## config.mk

```make
export PLATFORM = sky130hd
export DESIGN_NAME = resync_ctrl
export DESIGN_NICKNAME = d
export VERILOG_FILES = /design/src/rtl/resync_pkg.sv /design/src/rtl/resync_timer.sv /design/src/rtl/resync_wait_sel.sv /design/src/rtl/resync_status_chk.sv /design/src/rtl/resync_ctrl.sv
export SDC_FILE = /design/constraint.sdc
export NUM_CORES = 1
export LEC_CHECK = 0
export BUFFER_PORTS_ARGS = -buffer_cell sky130_fd_sc_hd__buf_2
export CAP_MARGIN = 40
export CORE_MARGIN = 2
export CORE_UTILIZATION = 49
export CTS_BUF_LIST = sky130_fd_sc_hd__clkbuf_16
export DETAILED_ROUTE_END_ITERATION = 12
export PLACE_DENSITY = 0.84
export SETUP_SLACK_MARGIN = 0.2
export SYNTH_ARGS = -nofsm -noshare
export SYNTH_HDL_FRONTEND = slang
export SYNTH_SLANG_ARGS = --single-unit
```

## constraint.sdc

```tcl
create_clock -name clk -period 1.9 [get_ports clk]
set_input_delay 0.38 -clock clk [delete_from_list [all_inputs] [get_ports clk]]
set_output_delay 0.38 -clock clk [all_outputs]
set_load 0.005 [all_outputs]
```

## src/rtl/resync_pkg.sv

```systemverilog
package resync_pkg;

    typedef enum logic [2:0] {
        ST_IDLE,
        ST_QUIET,
        ST_WAKE,
        ST_DLY,
        ST_XMIT,
        ST_RESP,
        ST_DONE
    } state_e;

    localparam int unsigned RUNG_W = 2;

    typedef struct packed {
        state_e             st;
        logic [RUNG_W-1:0]  rung;
        logic               ok;
    } ctl_t;

endpackage

```

## src/rtl/resync_timer.sv

```systemverilog
module resync_timer #(
    parameter int CW = 8
) (
    input  logic          clk,
    input  logic          rst_n,
    input  logic          load_i,
    input  logic [CW-1:0] load_val_i,
    output logic          zero_o
);
    logic [CW-1:0] cnt_d, cnt_q;

    always_comb begin
        cnt_d = cnt_q;
        if (load_i)
            cnt_d = load_val_i;
        else if (cnt_q != '0)
            cnt_d = cnt_q - 1'b1;
    end

    always_ff @(posedge clk or negedge rst_n) begin
        if (!rst_n) cnt_q <= '0;
        else        cnt_q <= cnt_d;
    end

    assign zero_o = (cnt_q == '0);

    // once run down, the count stays at zero until reloaded
    a_r2_zero_holds: assert property (@(posedge clk) disable iff (!rst_n)
        (zero_o && !load_i) |=> zero_o);

endmodule

```

## src/rtl/resync_wait_sel.sv

```systemverilog
module resync_wait_sel #(
    parameter int T_TIMEOUT  = 16,
    parameter int T_WATCHDOG = 80,
    parameter int CW         = 8
) (
    input  logic [1:0]    rung_i,
    output logic [CW-1:0] quiet_len_o
);
    localparam logic [CW-1:0] LEN_SINGLE = CW'(T_TIMEOUT - 1);
    localparam logic [CW-1:0] LEN_DOUBLE = CW'(2 * T_TIMEOUT - 1);
    localparam logic [CW-1:0] LEN_WDOG   = CW'(T_WATCHDOG - 1);

    always_comb begin
        case (rung_i)
            2'd0:    quiet_len_o = LEN_SINGLE;
            2'd1:    quiet_len_o = LEN_DOUBLE;
            default: quiet_len_o = LEN_WDOG;
        endcase
    end

endmodule

```

## src/rtl/resync_status_chk.sv

```systemverilog
module resync_status_chk #(
    parameter logic [7:0] OK_CODE = 8'h11
) (
    input  logic       rx_valid_i,
    input  logic [7:0] rx_byte_i,
    output logic       hit_o,
    output logic       miss_o
);
    assign hit_o  = rx_valid_i && (rx_byte_i == OK_CODE);
    assign miss_o = rx_valid_i && (rx_byte_i != OK_CODE);
endmodule

```

## src/rtl/resync_ctrl.sv

```systemverilog
module resync_ctrl
    import resync_pkg::*;
#(
    parameter int         T_TIMEOUT  = 16,
    parameter int         T_WLO      = 3,
    parameter int         T_WHI      = 5,
    parameter int         T_WATCHDOG = 80,
    parameter logic [7:0] OK_CODE    = 8'h11
) (
    input  logic       clk,
    input  logic       rst_n,
    input  logic       start_i,
    input  logic       abort_i,
    input  logic       rsp_timeout_i,
    input  logic       rx_valid_i,
    input  logic [7:0] rx_byte_i,
    output logic       tok_wake_o,
    output logic       tok_xmit_o,
    output logic       busy_o,
    output logic       done_o,
    output logic       success_o,
    output logic       fail_o
);
    localparam int WAKE_DLY = T_WLO + T_WHI;
    localparam int MAX_A    = (2 * T_TIMEOUT > T_WATCHDOG) ? 2 * T_TIMEOUT : T_WATCHDOG;
    localparam int MAX_WAIT = (MAX_A > WAKE_DLY) ? MAX_A : WAKE_DLY;
    localparam int CW       = $clog2(MAX_WAIT + 1);
    localparam logic [CW-1:0]     DLY_LEN   = CW'(WAKE_DLY - 1);
    localparam logic [RUNG_W-1:0] LAST_RUNG = RUNG_W'(2);

    ctl_t              ctl_d, ctl_q;
    logic              tmr_load, tmr_zero;
    logic [CW-1:0]     tmr_val, quiet_len;
    logic [RUNG_W-1:0] sel_rung;
    logic              byte_hit, byte_miss;

    // rung whose quiet length will be loaded next
    assign sel_rung = (ctl_q.st == ST_RESP) ? ctl_q.rung + 1'b1 : '0;

    resync_wait_sel #(
        .T_TIMEOUT (T_TIMEOUT),
        .T_WATCHDOG(T_WATCHDOG),
        .CW        (CW)
    ) u_wait_sel (
        .rung_i     (sel_rung),
        .quiet_len_o(quiet_len)
    );

    resync_timer #(.CW(CW)) u_timer (
        .clk       (clk),
        .rst_n     (rst_n),
        .load_i    (tmr_load),
        .load_val_i(tmr_val),
        .zero_o    (tmr_zero)
    );

    resync_status_chk #(.OK_CODE(OK_CODE)) u_chk (
        .rx_valid_i(rx_valid_i),
        .rx_byte_i (rx_byte_i),
        .hit_o     (byte_hit),
        .miss_o    (byte_miss)
    );

    always_comb begin
        ctl_d    = ctl_q;
        tmr_load = 1'b0;
        tmr_val  = quiet_len;
        case (ctl_q.st)
            ST_IDLE: begin
                if (start_i) begin
                    ctl_d.st   = ST_QUIET;
                    ctl_d.rung = '0;
                    ctl_d.ok   = 1'b0;
                    tmr_load   = 1'b1;
                end
            end
            ST_QUIET: begin
                if (tmr_zero) ctl_d.st = ST_WAKE;
            end
            ST_WAKE: begin
                ctl_d.st = ST_DLY;
                tmr_load = 1'b1;
                tmr_val  = DLY_LEN;
            end
            ST_DLY: begin
                if (tmr_zero) ctl_d.st = ST_XMIT;
            end
            ST_XMIT: begin
                ctl_d.st = ST_RESP;
            end
            ST_RESP: begin
                if (byte_hit) begin
                    ctl_d.st = ST_DONE;
                    ctl_d.ok = 1'b1;
                end else if (byte_miss || rsp_timeout_i) begin
                    if (ctl_q.rung == LAST_RUNG) begin
                        ctl_d.st = ST_DONE;
                        ctl_d.ok = 1'b0;
                    end else begin
                        ctl_d.st   = ST_QUIET;
                        ctl_d.rung = ctl_q.rung + 1'b1;
                        tmr_load   = 1'b1;
                    end
                end
            end
            ST_DONE: begin
                ctl_d.st = ST_IDLE;
            end
            default: ctl_d.st = ST_IDLE;
        endcase
        if (abort_i) ctl_d.st = ST_IDLE;
    end

    always_ff @(posedge clk or negedge rst_n) begin
        if (!rst_n) begin
            ctl_q.st   <= ST_IDLE;
            ctl_q.rung <= '0;
            ctl_q.ok   <= 1'b0;
        end else begin
            ctl_q <= ctl_d;
        end
    end

    assign tok_wake_o = (ctl_q.st == ST_WAKE);
    assign tok_xmit_o = (ctl_q.st == ST_XMIT);
    assign busy_o     = (ctl_q.st != ST_IDLE);
    assign done_o     = (ctl_q.st == ST_DONE);
    assign success_o  = done_o && ctl_q.ok;
    assign fail_o     = done_o && !ctl_q.ok;

    a_r3_xmit_after_delay: assert property (@(posedge clk) disable iff (!rst_n)
        (ctl_q.st == ST_DLY && tmr_zero && !abort_i) |=> tok_xmit_o);

    a_r4_success_needs_code: assert property (@(posedge clk) disable iff (!rst_n)
        success_o |-> $past(rx_valid_i && rx_byte_i == OK_CODE && !abort_i));

    a_r7_fail_on_last_rung: assert property (@(posedge clk) disable iff (!rst_n)
        fail_o |-> $past(ctl_q.rung == LAST_RUNG && !abort_i));

    a_r8_abort_rest: assert property (@(posedge clk) disable iff (!rst_n)
        abort_i |=> (!busy_o && !tok_wake_o && !tok_xmit_o && !done_o));

    a_r10_wake_after_quiet: assert property (@(posedge clk) disable iff (!rst_n)
        tok_wake_o |-> $past(ctl_q.st == ST_QUIET && tmr_zero));

    a_r1_single_event: assert property (@(posedge clk) disable iff (!rst_n)
        $onehot0({tok_wake_o, tok_xmit_o, done_o}));

endmodule

```

==> results of run 1 <==
==> worst min-delay path by stage <==
stage	startpoint	endpoint	slack (ns)	depth (start not counted)
4_1_cts	rst_n	u_timer.cnt_q[2]	0.02	1
3_5_place_dp	rst_n	u_timer.cnt_q[2]	0.27	1
3_3_place_gp	rst_n	u_timer.cnt_q[2]	0.27	1
5_1_grt	rst_n	u_timer.cnt_q[2]	0.04	1
2_1_floorplan	rst_n	ctl_q[0]	0.08	0
6_report	rst_n	u_timer.cnt_q[0]	0.02	1
==> through the flow <==
step / std cells / TNS (ns) / area, um^2 / hold slack [ns]
after detailed placement: 128 / -0.0351 / 1000 / 0.274
after global placement: 128 / 0 / 1000 / 0.272
after floorplan: 91 / 0 / 867 / 0.0844
after global routing: 148 / 0 / 1250 / 0.0360
after CTS: 137 / 0 / 1140 / 0.0230
final: 148 / 0 / 1250 / 0.0151
==> cell usage after synthesis (2+ instances only) <==
library cell	instances
sky130_fd_sc_hd__dfrtp_1	13
sky130_fd_sc_hd__nand2_1	6
sky130_fd_sc_hd__o221a_2	2
sky130_fd_sc_hd__nor4_1	2
sky130_fd_sc_hd__nor3b_1	3
sky130_fd_sc_hd__o22ai_1	2
sky130_fd_sc_hd__xnor2_1	4
sky130_fd_sc_hd__o32ai_1	2
sky130_fd_sc_hd__mux2i_1	2
sky130_fd_sc_hd__nor2_1	4
sky130_fd_sc_hd__ha_1	2
sky130_fd_sc_hd__nor2b_1	3
sky130_fd_sc_hd__buf_2	2
sky130_fd_sc_hd__and2_1	2
sky130_fd_sc_hd__or3_1	3
sky130_fd_sc_hd__nor3_1	4
sky130_fd_sc_hd__inv_1	7
sky130_fd_sc_hd__o21ai_0	4
sky130_fd_sc_hd__nand2b_1	4
==> layout make-up <==
cell class	count	area (um^2)	area share [%]
well taps	17	21.3	1.70
inverters	7	26.3	2.10
multi-input cells	68	543	43.4
clock inverters	1	3.75	0.300
repair buffers	39	256	20.5
clock buffers	3	75.1	6.00
flip-flops and latches	13	325	26.0
==> power groups by stage <==
| stage | clock network, mW | logic, mW | registers [mW] |
|---|---|---|---|
| 3_5_place_dp | 0 | 0.497 | 0.397 |
| 5_1_grt | 0.400 | 0.716 | 0.398 |
| 2_1_floorplan | 0 | 0.374 | 0.381 |
| 4_1_cts | 0.384 | 0.540 | 0.393 |
| 6_report | 0.380 | 0.665 | 0.395 |
| 3_3_place_gp | 0 | 0.483 | 0.392 |
==> layer usage <==
| metal | part of all wire (%) | routed length, um | track usage, % | vias up |
|---|---|---|---|---|
| li1 | - | - | - | 412 |
| met1 | 40 | 931 | 24.2 | 419 |
| met2 | 55 | 1290 | 36.7 | 31 |
| met3 | 4.9 | 115 | 5.10 | 2 |
| met4 | 0.68 | 16 | 4.00 | 0 |
| met5 | 0 | 0 | 0 | - |
==> cell families after synthesis <==
group / Yosys count
and+or+nand+nor: 39
DFF: 13
AOI/OAI and AO/OA: 19
muxes: 3
xor gates and xnor gates: 5
adders and majority gates: 2
buffers and inverters: 10
==> flip-flops by register name, summed over array words and instances (netlist names) <==
signal / count
u_timer.cnt_q: 7
ctl_q: 6
==> placed cells by master, fill, tap and decap left out, types with 2 or more instances in the layout <==
cell type / count
sky130_fd_sc_hd__nor2b_1: 2
sky130_fd_sc_hd__o32ai_1: 2
sky130_fd_sc_hd__nand2_1: 6
sky130_fd_sc_hd__nor3_2: 2
sky130_fd_sc_hd__inv_1: 8
sky130_fd_sc_hd__buf_6: 3
sky130_fd_sc_hd__nor3_1: 2
sky130_fd_sc_hd__nor2_1: 4
sky130_fd_sc_hd__buf_4: 17
sky130_fd_sc_hd__nand2b_1: 4
sky130_fd_sc_hd__clkbuf_16: 3
sky130_fd_sc_hd__o221a_2: 2
sky130_fd_sc_hd__or3_1: 3
sky130_fd_sc_hd__and2_1: 2
sky130_fd_sc_hd__o22ai_1: 2
sky130_fd_sc_hd__o21ai_0: 4
sky130_fd_sc_hd__nor3b_1: 2
sky130_fd_sc_hd__nor4_1: 2
sky130_fd_sc_hd__dfrtp_1: 13
sky130_fd_sc_hd__xnor2_1: 4
sky130_fd_sc_hd__buf_2: 19
sky130_fd_sc_hd__mux2i_1: 2
==> what timing repair did <==
action,in CTS,in global routing
setup buffers,5,11
setup endpoints to repair,5,11
resized for setup,5,6
pin swaps,2,5
==> report_table.html, run 1 <==
<table>
<tr><th>Metric</th><th>Value</th></tr>
<tr><th colspan="2">Outcome</th></tr>
<tr><td>Run status</td><td>completed</td></tr>
<tr><th colspan="2">Logic synthesis</th></tr>
<tr><td>Dominant combinational cell family by area after synthesis</td><td>simple AND/OR/NAND/NOR gates</td></tr>
<tr><td>Synthesized area per cell</td><td>9.53 um^2</td></tr>
<tr><td>Synthesized net count</td><td>107</td></tr>
<tr><td>Basic-gate share of the synthesized area counting and, or, nand and nor cells</td><td>28.9%</td></tr>
<tr><td>Number of synthesized register bits</td><td>13</td></tr>
<tr><td>Area share of the leading cell type in the synthesized netlist</td><td>37.5%</td></tr>
<tr><td>Share of the yosys chip area belonging to registers</td><td>37.5%</td></tr>
<tr><td>Synthesized-area fraction occupied by adder cells</td><td>2.89%</td></tr>
<tr><td>Most used flip-flop cell after synthesis</td><td>sky130_fd_sc_hd__dfrtp_1</td></tr>
<tr><td>Xor/xnor cell area share of the yosys netlist</td><td>5.05%</td></tr>
<tr><td>Most area-consuming cells after synthesis</td><td>sky130_fd_sc_hd__dfrtp_1 38%, sky130_fd_sc_hd__xnor2_1 4.0%, sky130_fd_sc_hd__inv_1 3.0%</td></tr>
<tr><td>Mapped Area</td><td>867 um^2</td></tr>
<tr><td>Yosys synthesis warning count</td><td>0</td></tr>
<tr><td>Gate count of the mapped netlist</td><td>91</td></tr>
<tr><td>Number of enable flip-flop cells after synthesis</td><td>0</td></tr>
<tr><td>Ys async rst share</td><td>100%</td></tr>
<tr><td>Count of cell types in the netlist</td><td>39</td></tr>
<tr><td>Multiplexer share of the synthesized area</td><td>3.61%</td></tr>
<tr><td>Post-synthesis cell type with the largest combined area</td><td>sky130_fd_sc_hd__dfrtp_1</td></tr>
<tr><td>Compound-Gate Fraction of Synth Area</td><td>17.5%</td></tr>
<tr><th colspan="2">Critical path</th></tr>
<tr><td>Crit path to</td><td>u_timer.cnt_q[1]</td></tr>
<tr><td>Endpoint required time on the critical path</td><td>2.01 ns</td></tr>
<tr><td>Worst reg2reg startpoint</td><td>u_timer.cnt_q[5]</td></tr>
<tr><td>Slowest cell delay on critical path</td><td>0.41 ns</td></tr>
<tr><td>Classification of the worst setup path</td><td>reg2reg</td></tr>
<tr><td>Standard cell with the maximum stage delay on the critical path</td><td>sky130_fd_sc_hd__or3_4</td></tr>
<tr><td>Launching element of the worst setup path</td><td>u_timer.cnt_q[5]</td></tr>
<tr><td>Startpoint types</td><td>flip-flop</td></tr>
<tr><td>Cell chain of the critical path</td><td>or3_4 &gt; nor3_4 &gt; buf_4 &gt; mux2i_1 &gt; or3_1</td></tr>
<tr><td>Largest fanout on the critical path</td><td>5</td></tr>
<tr><td>Arrival time of the worst setup path</td><td>1.86 ns</td></tr>
<tr><td>Depth of the critical timing path with buffers and inverters included</td><td>5</td></tr>
<tr><td>Count of buffer and inverter cells on the critical path</td><td>1</td></tr>
<tr><td>Crit end category</td><td>flip-flop</td></tr>
<tr><td>Depth of the worst register-to-register path</td><td>5</td></tr>
<tr><td>Delay-heaviest family, CP</td><td>simple AND/OR/NAND/NOR gates</td></tr>
<tr><td>R2R Setup Slk</td><td>0.15 ns</td></tr>
<tr><td>Endpoint of the worst register-to-register path</td><td>u_timer.cnt_q[1]</td></tr>
<tr><th colspan="2">STA</th></tr>
<tr><td>Post-route worst setup slack</td><td>0.155 ns</td></tr>
<tr><td>Achievable Freq</td><td>573 MHz</td></tr>
<tr><td>Worst slew margin</td><td>72.3%</td></tr>
<tr><td>Post-layout minimum cycle time</td><td>1.75 ns</td></tr>
<tr><td>Slew Viols, Final</td><td>0</td></tr>
<tr><td>Final hold violation count</td><td>0</td></tr>
<tr><td>Share of the clock period used by the worst path after layout</td><td>91.9%</td></tr>
<tr><td>Final setup violation count</td><td>0</td></tr>
<tr><td>Worst-Margin Slew</td><td>0.413 ns</td></tr>
<tr><td>RSZ-0062 raised after global routing</td><td>yes</td></tr>
<tr><td>Final worst clock skew</td><td>0.00428 ns</td></tr>
<tr><th colspan="2">Cells and area</th></tr>
<tr><td>Area added between synthesis and finish</td><td>44.3%</td></tr>
<tr><td># diodes</td><td>0</td></tr>
<tr><td>Util after Layout</td><td>74.1%</td></tr>
<tr><td>NumNets Final</td><td>148</td></tr>
<tr><td>Layout cells sized above 1</td><td>44.3%</td></tr>
<tr><td>Filler Cells Inserted</td><td>104</td></tr>
<tr><th colspan="2">Clock tree</th></tr>
<tr><td>Number of buffers added by the clock tree synthesis step</td><td>3</td></tr>
<tr><td>Clock Tree Root</td><td>sky130_fd_sc_hd__clkbuf_16</td></tr>
<tr><td>Maximum clock insertion buffer count</td><td>2</td></tr>
<tr><td>Clock sinks</td><td>13</td></tr>
<tr><td>Cts-stage hold buffer count</td><td>0</td></tr>
<tr><td>Clock slew seen by the registers of the worst setup and hold paths</td><td>0.04 ns</td></tr>
<tr><td>CTS tree</td><td>done</td></tr>
<tr><td>Clock latency at the later pin of the worst-skew pair</td><td>0.24 ns</td></tr>
<tr><td>Max H-tree Level</td><td>1</td></tr>
<tr><th colspan="2">Power and ir drop</th></tr>
<tr><td>Total power consumption of the routed design</td><td>1.44 mW</td></tr>
<tr><td>Switching power</td><td>0.480 mW</td></tr>
<tr><td>Internal Pwr Total</td><td>0.960 mW</td></tr>
<tr><td>Sw frac</td><td>33.3%</td></tr>
<tr><td>Clock share of power</td><td>26.4%</td></tr>
<tr><td>Power per Cell Area</td><td>1150 mW/mm^2</td></tr>
<tr><td>Largest vdd supply drop</td><td>1.05 mV</td></tr>
<tr><td>Part of the power in combinational logic</td><td>46.2%</td></tr>
<tr><td>Lkg Pwr</td><td>0.571 nW</td></tr>
<tr><td>Part of the power in registers</td><td>27.4%</td></tr>
<tr><th colspan="2">Placed design</th></tr>
<tr><td>Detailed-placement wirelength estimate</td><td>1420 um</td></tr>
<tr><td>Count of buffers from port buffering</td><td>19</td></tr>
<tr><td>Worst setup slack after placement</td><td>-0.0259 ns</td></tr>
<tr><td>Placer's final routability congestion estimate</td><td>0.886</td></tr>
<tr><th colspan="2">Detailed routing</th></tr>
<tr><td>Average detailed-routed wire length per instance</td><td>15.9 um</td></tr>
<tr><td>Via/cell ratio</td><td>5.84</td></tr>
<tr><td>DRC violation count after routing</td><td>0</td></tr>
<tr><td>Post-detailed-routing wire length</td><td>2360 um</td></tr>
<tr><td>Total number of vias</td><td>864</td></tr>
<tr><td>Number of DRC violations after detailed-routing iteration 0</td><td>26</td></tr>
<tr><td>Final antenna-violating net count</td><td>0</td></tr>
<tr><td>Number of search-and-repair iterations in the first detailed-routing pass</td><td>4</td></tr>
<tr><th colspan="2">Floorplanning</th></tr>
<tr><td>Initial core utilization</td><td>51.3%</td></tr>
<tr><td>Vert. Die Dim</td><td>46.1 um</td></tr>
<tr><td>Die extent in x</td><td>46.1 um</td></tr>
<tr><td>Full die area</td><td>0.00212 mm^2</td></tr>
<tr><td>Core Rows</td><td>15</td></tr>
<tr><td>Placeable core area</td><td>0.00169 mm^2</td></tr>
<tr><td>Io pins</td><td>20</td></tr>
<tr><th colspan="2">Global routing</th></tr>
<tr><td>Number of global-route vias before repair</td><td>738</td></tr>
<tr><td>Pin count of the biggest net entering global routing</td><td>14</td></tr>
<tr><td>Overall fraction of global-route tracks in use</td><td>20.3%</td></tr>
<tr><td>Leftover overflow at the end of global routing</td><td>0</td></tr>
<tr><td>Global-route wire length before repair</td><td>3080 um</td></tr>
<tr><td>Number of antenna violations at the first check in global routing</td><td>0</td></tr>
<tr><th colspan="2">Worst hold path</th></tr>
<tr><td>Hold/Removal Path Class</td><td>in2async</td></tr>
<tr><th colspan="2">Run</th></tr>
<tr><td>Number of max-capacitance violations reported</td><td>0</td></tr>
</table>
(Power assumes the default switching activity.)
==> run 2, diff against run 1 <==
PLACE_DENSITY = 0.74   (was 0.84)
==> run 2 against run 1 <==
Effect of this change:
- first-iteration DRC count unchanged
- via count down 1.0%
- die area unchanged
- wire length down 4.8%
- non-clock buffer count unchanged
- power up 3.2%
- combinational power up 5.3%
- design area up 0.40%
- largest power group unchanged
- worst hold slack worse by 0.0065 ns
- critical path type is now reg2out
==> report_table.html, run 2 (synthesized netlist as in run 1, its figures left out) <==
<table>
<tr><th>Metric</th><th>Value</th></tr>
<tr><th colspan="2">Outcome</th></tr>
<tr><td>Run status</td><td>completed</td></tr>
<tr><th colspan="2">Detailed routing</th></tr>
<tr><td>DRC violation count after routing</td><td>0 (unchanged)</td></tr>
<tr><td>Final antenna-violating net count</td><td>0 (unchanged)</td></tr>
<tr><td>Number of DRC violations after detailed-routing iteration 0</td><td>26 (unchanged)</td></tr>
<tr><td>Post-detailed-routing wire length</td><td>2240 um (-4.8%)</td></tr>
<tr><td>Met1 wire length</td><td>912 um (-2.0%)</td></tr>
<tr><td>Via/cell ratio</td><td>5.78 (-1.0%)</td></tr>
<tr><td>Number of search-and-repair iterations in the first detailed-routing pass</td><td>4 (unchanged)</td></tr>
<tr><td>Average detailed-routed wire length per instance</td><td>15.2 um (-4.8%)</td></tr>
<tr><td>Routed length on met3</td><td>85 um (-26%)</td></tr>
<tr><td>Highest metal layer with signal wires</td><td>met4</td></tr>
<tr><td>Met2 routed WL</td><td>1210 um (-6.5%)</td></tr>
<tr><td>Total number of vias</td><td>855 (-1.0%)</td></tr>
<tr><th colspan="2">STA</th></tr>
<tr><td>Worst slew margin</td><td>74.5% (+2.2 points)</td></tr>
<tr><td>Post-layout minimum cycle time</td><td>1.68 ns (-0.0604 ns)</td></tr>
<tr><td>RSZ-0062 raised after global routing</td><td>yes</td></tr>
<tr><td>Post-route worst setup slack</td><td>0.215 ns (+0.0604 ns)</td></tr>
<tr><td>Worst-Margin Slew</td><td>0.380 ns (-0.0326 ns)</td></tr>
<tr><td>Slew Viols, Final</td><td>0 (unchanged)</td></tr>
<tr><td>Final setup violation count</td><td>0 (unchanged)</td></tr>
<tr><td>Final worst clock skew</td><td>0.00521 ns (+0.000935 ns)</td></tr>
<tr><td>Share of the clock period used by the worst path after layout</td><td>88.7% (-3.2 points)</td></tr>
<tr><td>Achievable Freq</td><td>593 MHz (+3.6%)</td></tr>
<tr><td>Final hold violation count</td><td>0 (unchanged)</td></tr>
<tr><th colspan="2">Cells and area</th></tr>
<tr><td>Final non-filler cell area</td><td>0.00126 mm^2 (+0.40%)</td></tr>
<tr><td>Top reg by flops</td><td>u_timer.cnt_q</td></tr>
<tr><td>Most common cell after layout, fill and taps aside</td><td>sky130_fd_sc_hd__buf_2</td></tr>
<tr><td>Layout cells sized above 1</td><td>47.3% (+3.1 points)</td></tr>
<tr><td>Commonest cells after routing, fill and taps aside</td><td>19 x sky130_fd_sc_hd__buf_2, 18 x sky130_fd_sc_hd__buf_4, 11 x sky130_fd_sc_hd__dfrtp_1, 7 x sky130_fd_sc_hd__inv_1, 6 x sky130_fd_sc_hd__nand2_1</td></tr>
<tr><td>Filler-free cell count of the finished design</td><td>148 (unchanged)</td></tr>
<tr><td>Largest register FFs</td><td>7 (unchanged)</td></tr>
<tr><td>NumNets Final</td><td>148 (unchanged)</td></tr>
<tr><td>Registers with the most flip-flops</td><td>u_timer.cnt_q (7), ctl_q (6)</td></tr>
<tr><td># diodes</td><td>0 (unchanged)</td></tr>
<tr><td>Area added between synthesis and finish</td><td>44.9%</td></tr>
<tr><th colspan="2">Placed design</th></tr>
<tr><td>Placed standard-cell area</td><td>1000 um^2 (unchanged)</td></tr>
<tr><td>Detailed-placement wirelength estimate</td><td>1440 um (+1.5%)</td></tr>
<tr><td>Count of buffers from port buffering</td><td>19 (unchanged)</td></tr>
<tr><td>Worst setup slack after placement</td><td>-0.00866 ns (+0.0173 ns)</td></tr>
<tr><td>Placer's final routability congestion estimate</td><td>0.889 (+0.35%)</td></tr>
<tr><td>Cell total after placement</td><td>128 (unchanged)</td></tr>
<tr><th colspan="2">Critical path</th></tr>
<tr><td>Standard cell with the maximum stage delay on the critical path</td><td>sky130_fd_sc_hd__dfrtp_2</td></tr>
<tr><td>Depth of the critical timing path with buffers and inverters included</td><td>4 (-1)</td></tr>
<tr><td>Startpoint types</td><td>flip-flop</td></tr>
<tr><td>Slowest cell delay on critical path</td><td>0.40 ns (about the same)</td></tr>
<tr><td>Cell chain of the critical path</td><td>buf_4 &gt; nor3b_4 &gt; nor2b_1 &gt; buf_2</td></tr>
<tr><td>Classification of the worst setup path</td><td>reg2out</td></tr>
<tr><td>Delay-heaviest family, CP</td><td>flip-flops</td></tr>
<tr><td>Depth of the worst register-to-register path</td><td>7 (+2)</td></tr>
<tr><td>Count of buffer and inverter cells on the critical path</td><td>2 (+1)</td></tr>
<tr><td>Largest fanout on the critical path</td><td>6 (+1)</td></tr>
<tr><td>Crit end category</td><td>output port</td></tr>
<tr><td>Arrival time of the worst setup path</td><td>1.30 ns (-0.56 ns)</td></tr>
<tr><td>Endpoint required time on the critical path</td><td>1.52 ns (-0.49 ns)</td></tr>
<tr><th colspan="2">Power and ir drop</th></tr>
<tr><td>Power per Cell Area</td><td>1180 mW/mm^2 (+2.8%)</td></tr>
<tr><td>Largest vdd supply drop</td><td>0.759 mV (-28%)</td></tr>
<tr><td>Lkg Pwr</td><td>0.569 nW (-0.34%)</td></tr>
<tr><td>Total power consumption of the routed design</td><td>1.49 mW (+3.2%)</td></tr>
<tr><th colspan="2">Floorplanning</th></tr>
<tr><td>Core Rows</td><td>15 (unchanged)</td></tr>
<tr><td>Full die area</td><td>0.00212 mm^2 (unchanged)</td></tr>
<tr><td>Placeable core area</td><td>0.00169 mm^2 (unchanged)</td></tr>
<tr><td>Die extent in x</td><td>46.1 um (unchanged)</td></tr>
<tr><td>Io pins</td><td>20 (unchanged)</td></tr>
<tr><td>Initial core utilization</td><td>51.3% (unchanged)</td></tr>
<tr><td>Vert. Die Dim</td><td>46.1 um (unchanged)</td></tr>
<tr><th colspan="2">Global routing</th></tr>
<tr><td>Overall fraction of global-route tracks in use</td><td>23.6% (+3.3 points)</td></tr>
<tr><td>Pin count of the biggest net entering global routing</td><td>14 (unchanged)</td></tr>
<tr><td>Number of global-route vias before repair</td><td>809 (+9.6%)</td></tr>
<tr><td>Leftover overflow at the end of global routing</td><td>0 (unchanged)</td></tr>
<tr><td>Number of antenna violations at the first check in global routing</td><td>0 (unchanged)</td></tr>
<tr><td>Global-route wire length before repair</td><td>3460 um (+12%)</td></tr>
<tr><th colspan="2">Clock tree</th></tr>
<tr><td>Maximum clock insertion buffer count</td><td>2 (unchanged)</td></tr>
<tr><td>Number of buffers added by the clock tree synthesis step</td><td>3 (unchanged)</td></tr>
<tr><td>Cts-stage hold buffer count</td><td>0 (unchanged)</td></tr>
<tr><td>Clock slew seen by the registers of the worst setup and hold paths</td><td>0.05 ns (about the same)</td></tr>
<tr><td>Clock Tree Root</td><td>sky130_fd_sc_hd__clkbuf_16</td></tr>
<tr><td>Clock sinks</td><td>13 (unchanged)</td></tr>
<tr><td>Clock latency at the later pin of the worst-skew pair</td><td>0.24 ns (about the same)</td></tr>
<tr><td>Max H-tree Level</td><td>1 (unchanged)</td></tr>
<tr><td>CTS tree</td><td>done</td></tr>
<tr><th colspan="2">Run</th></tr>
<tr><td>Number of max-capacitance violations reported</td><td>0 (unchanged)</td></tr>
<tr><th colspan="2">Worst hold path</th></tr>
<tr><td>Hold/Removal Path Class</td><td>in2async</td></tr>
</table>
==> run 2: cell counts in the layout (fill, tap and decap cells not counted) <==
No cell type changed its count.
==> run 2: cell type report <==
class	instances	area, um^2
clock buffer	3	75.1
clock inverter	1	3.75
fill	118	433
inverter	7	31.3
multi-input combinational	68	544
sequential	13	328
tap	17	21.3
timing repair buffer	39	253
==> run 2: worst register-to-register path, delay by kind of cell, from the launching register on <==
family / cells / cell delay [ns]
buf+inv: 2 / 0.22
fa+ha+maj: 1 / 0.18
compound gates: 2 / 0.19
simple gates: 2 / 0.59
flops: 1 / 0.37
==> run 2: repair_timing <==
item,in CTS,in global routing
setup buffers,8,8
pin swaps,3,4
setup endpoints to repair,7,10
gates resized for setup,6,9
==> run 2: worst paths after layout <==
kind                       slack [ns]      from               end
setup / recovery                 0.22  ctl_q[3]            fail_o
hold / removal                  0.009     rst_n          ctl_q[4]
setup reg to reg                 0.24  ctl_q[1]  u_timer.cnt_q[0]
hold reg to reg                  0.55  ctl_q[2]          ctl_q[2]
max in group asynchronous        1.65     rst_n          ctl_q[5]
min in group clk                 0.38   abort_i          ctl_q[5]
==> run 2: stage by stage <==
stage / utilization, % / TNS (ns) / hold WS, ns
finish: 74.4 / 0 / 0.00862
global route: 74.4 / 0 / 0.0336
CTS: 68.9 / 0 / 0.0188
detailed placement: 59.2 / -0.0244 / 0.275
global placement: 59.2 / 0 / 0.281
floorplan: - / 0 / 0.0844
==> run 2: power by group <==
group / switching [mW] / internal [mW] / total [mW]
sequential: 0.0509 / 0.342 / 0.393
combinational: 0.335 / 0.365 / 0.700
clock: 0.115 / 0.277 / 0.392
==> run 2: per-layer routing <==
metal  vias to the layer above  GRT usage, %
li1                        408             -
met4                         0          8.57
met5                         -             0
met2                        17          39.7
met1                       425          29.1
met3                         5          5.88
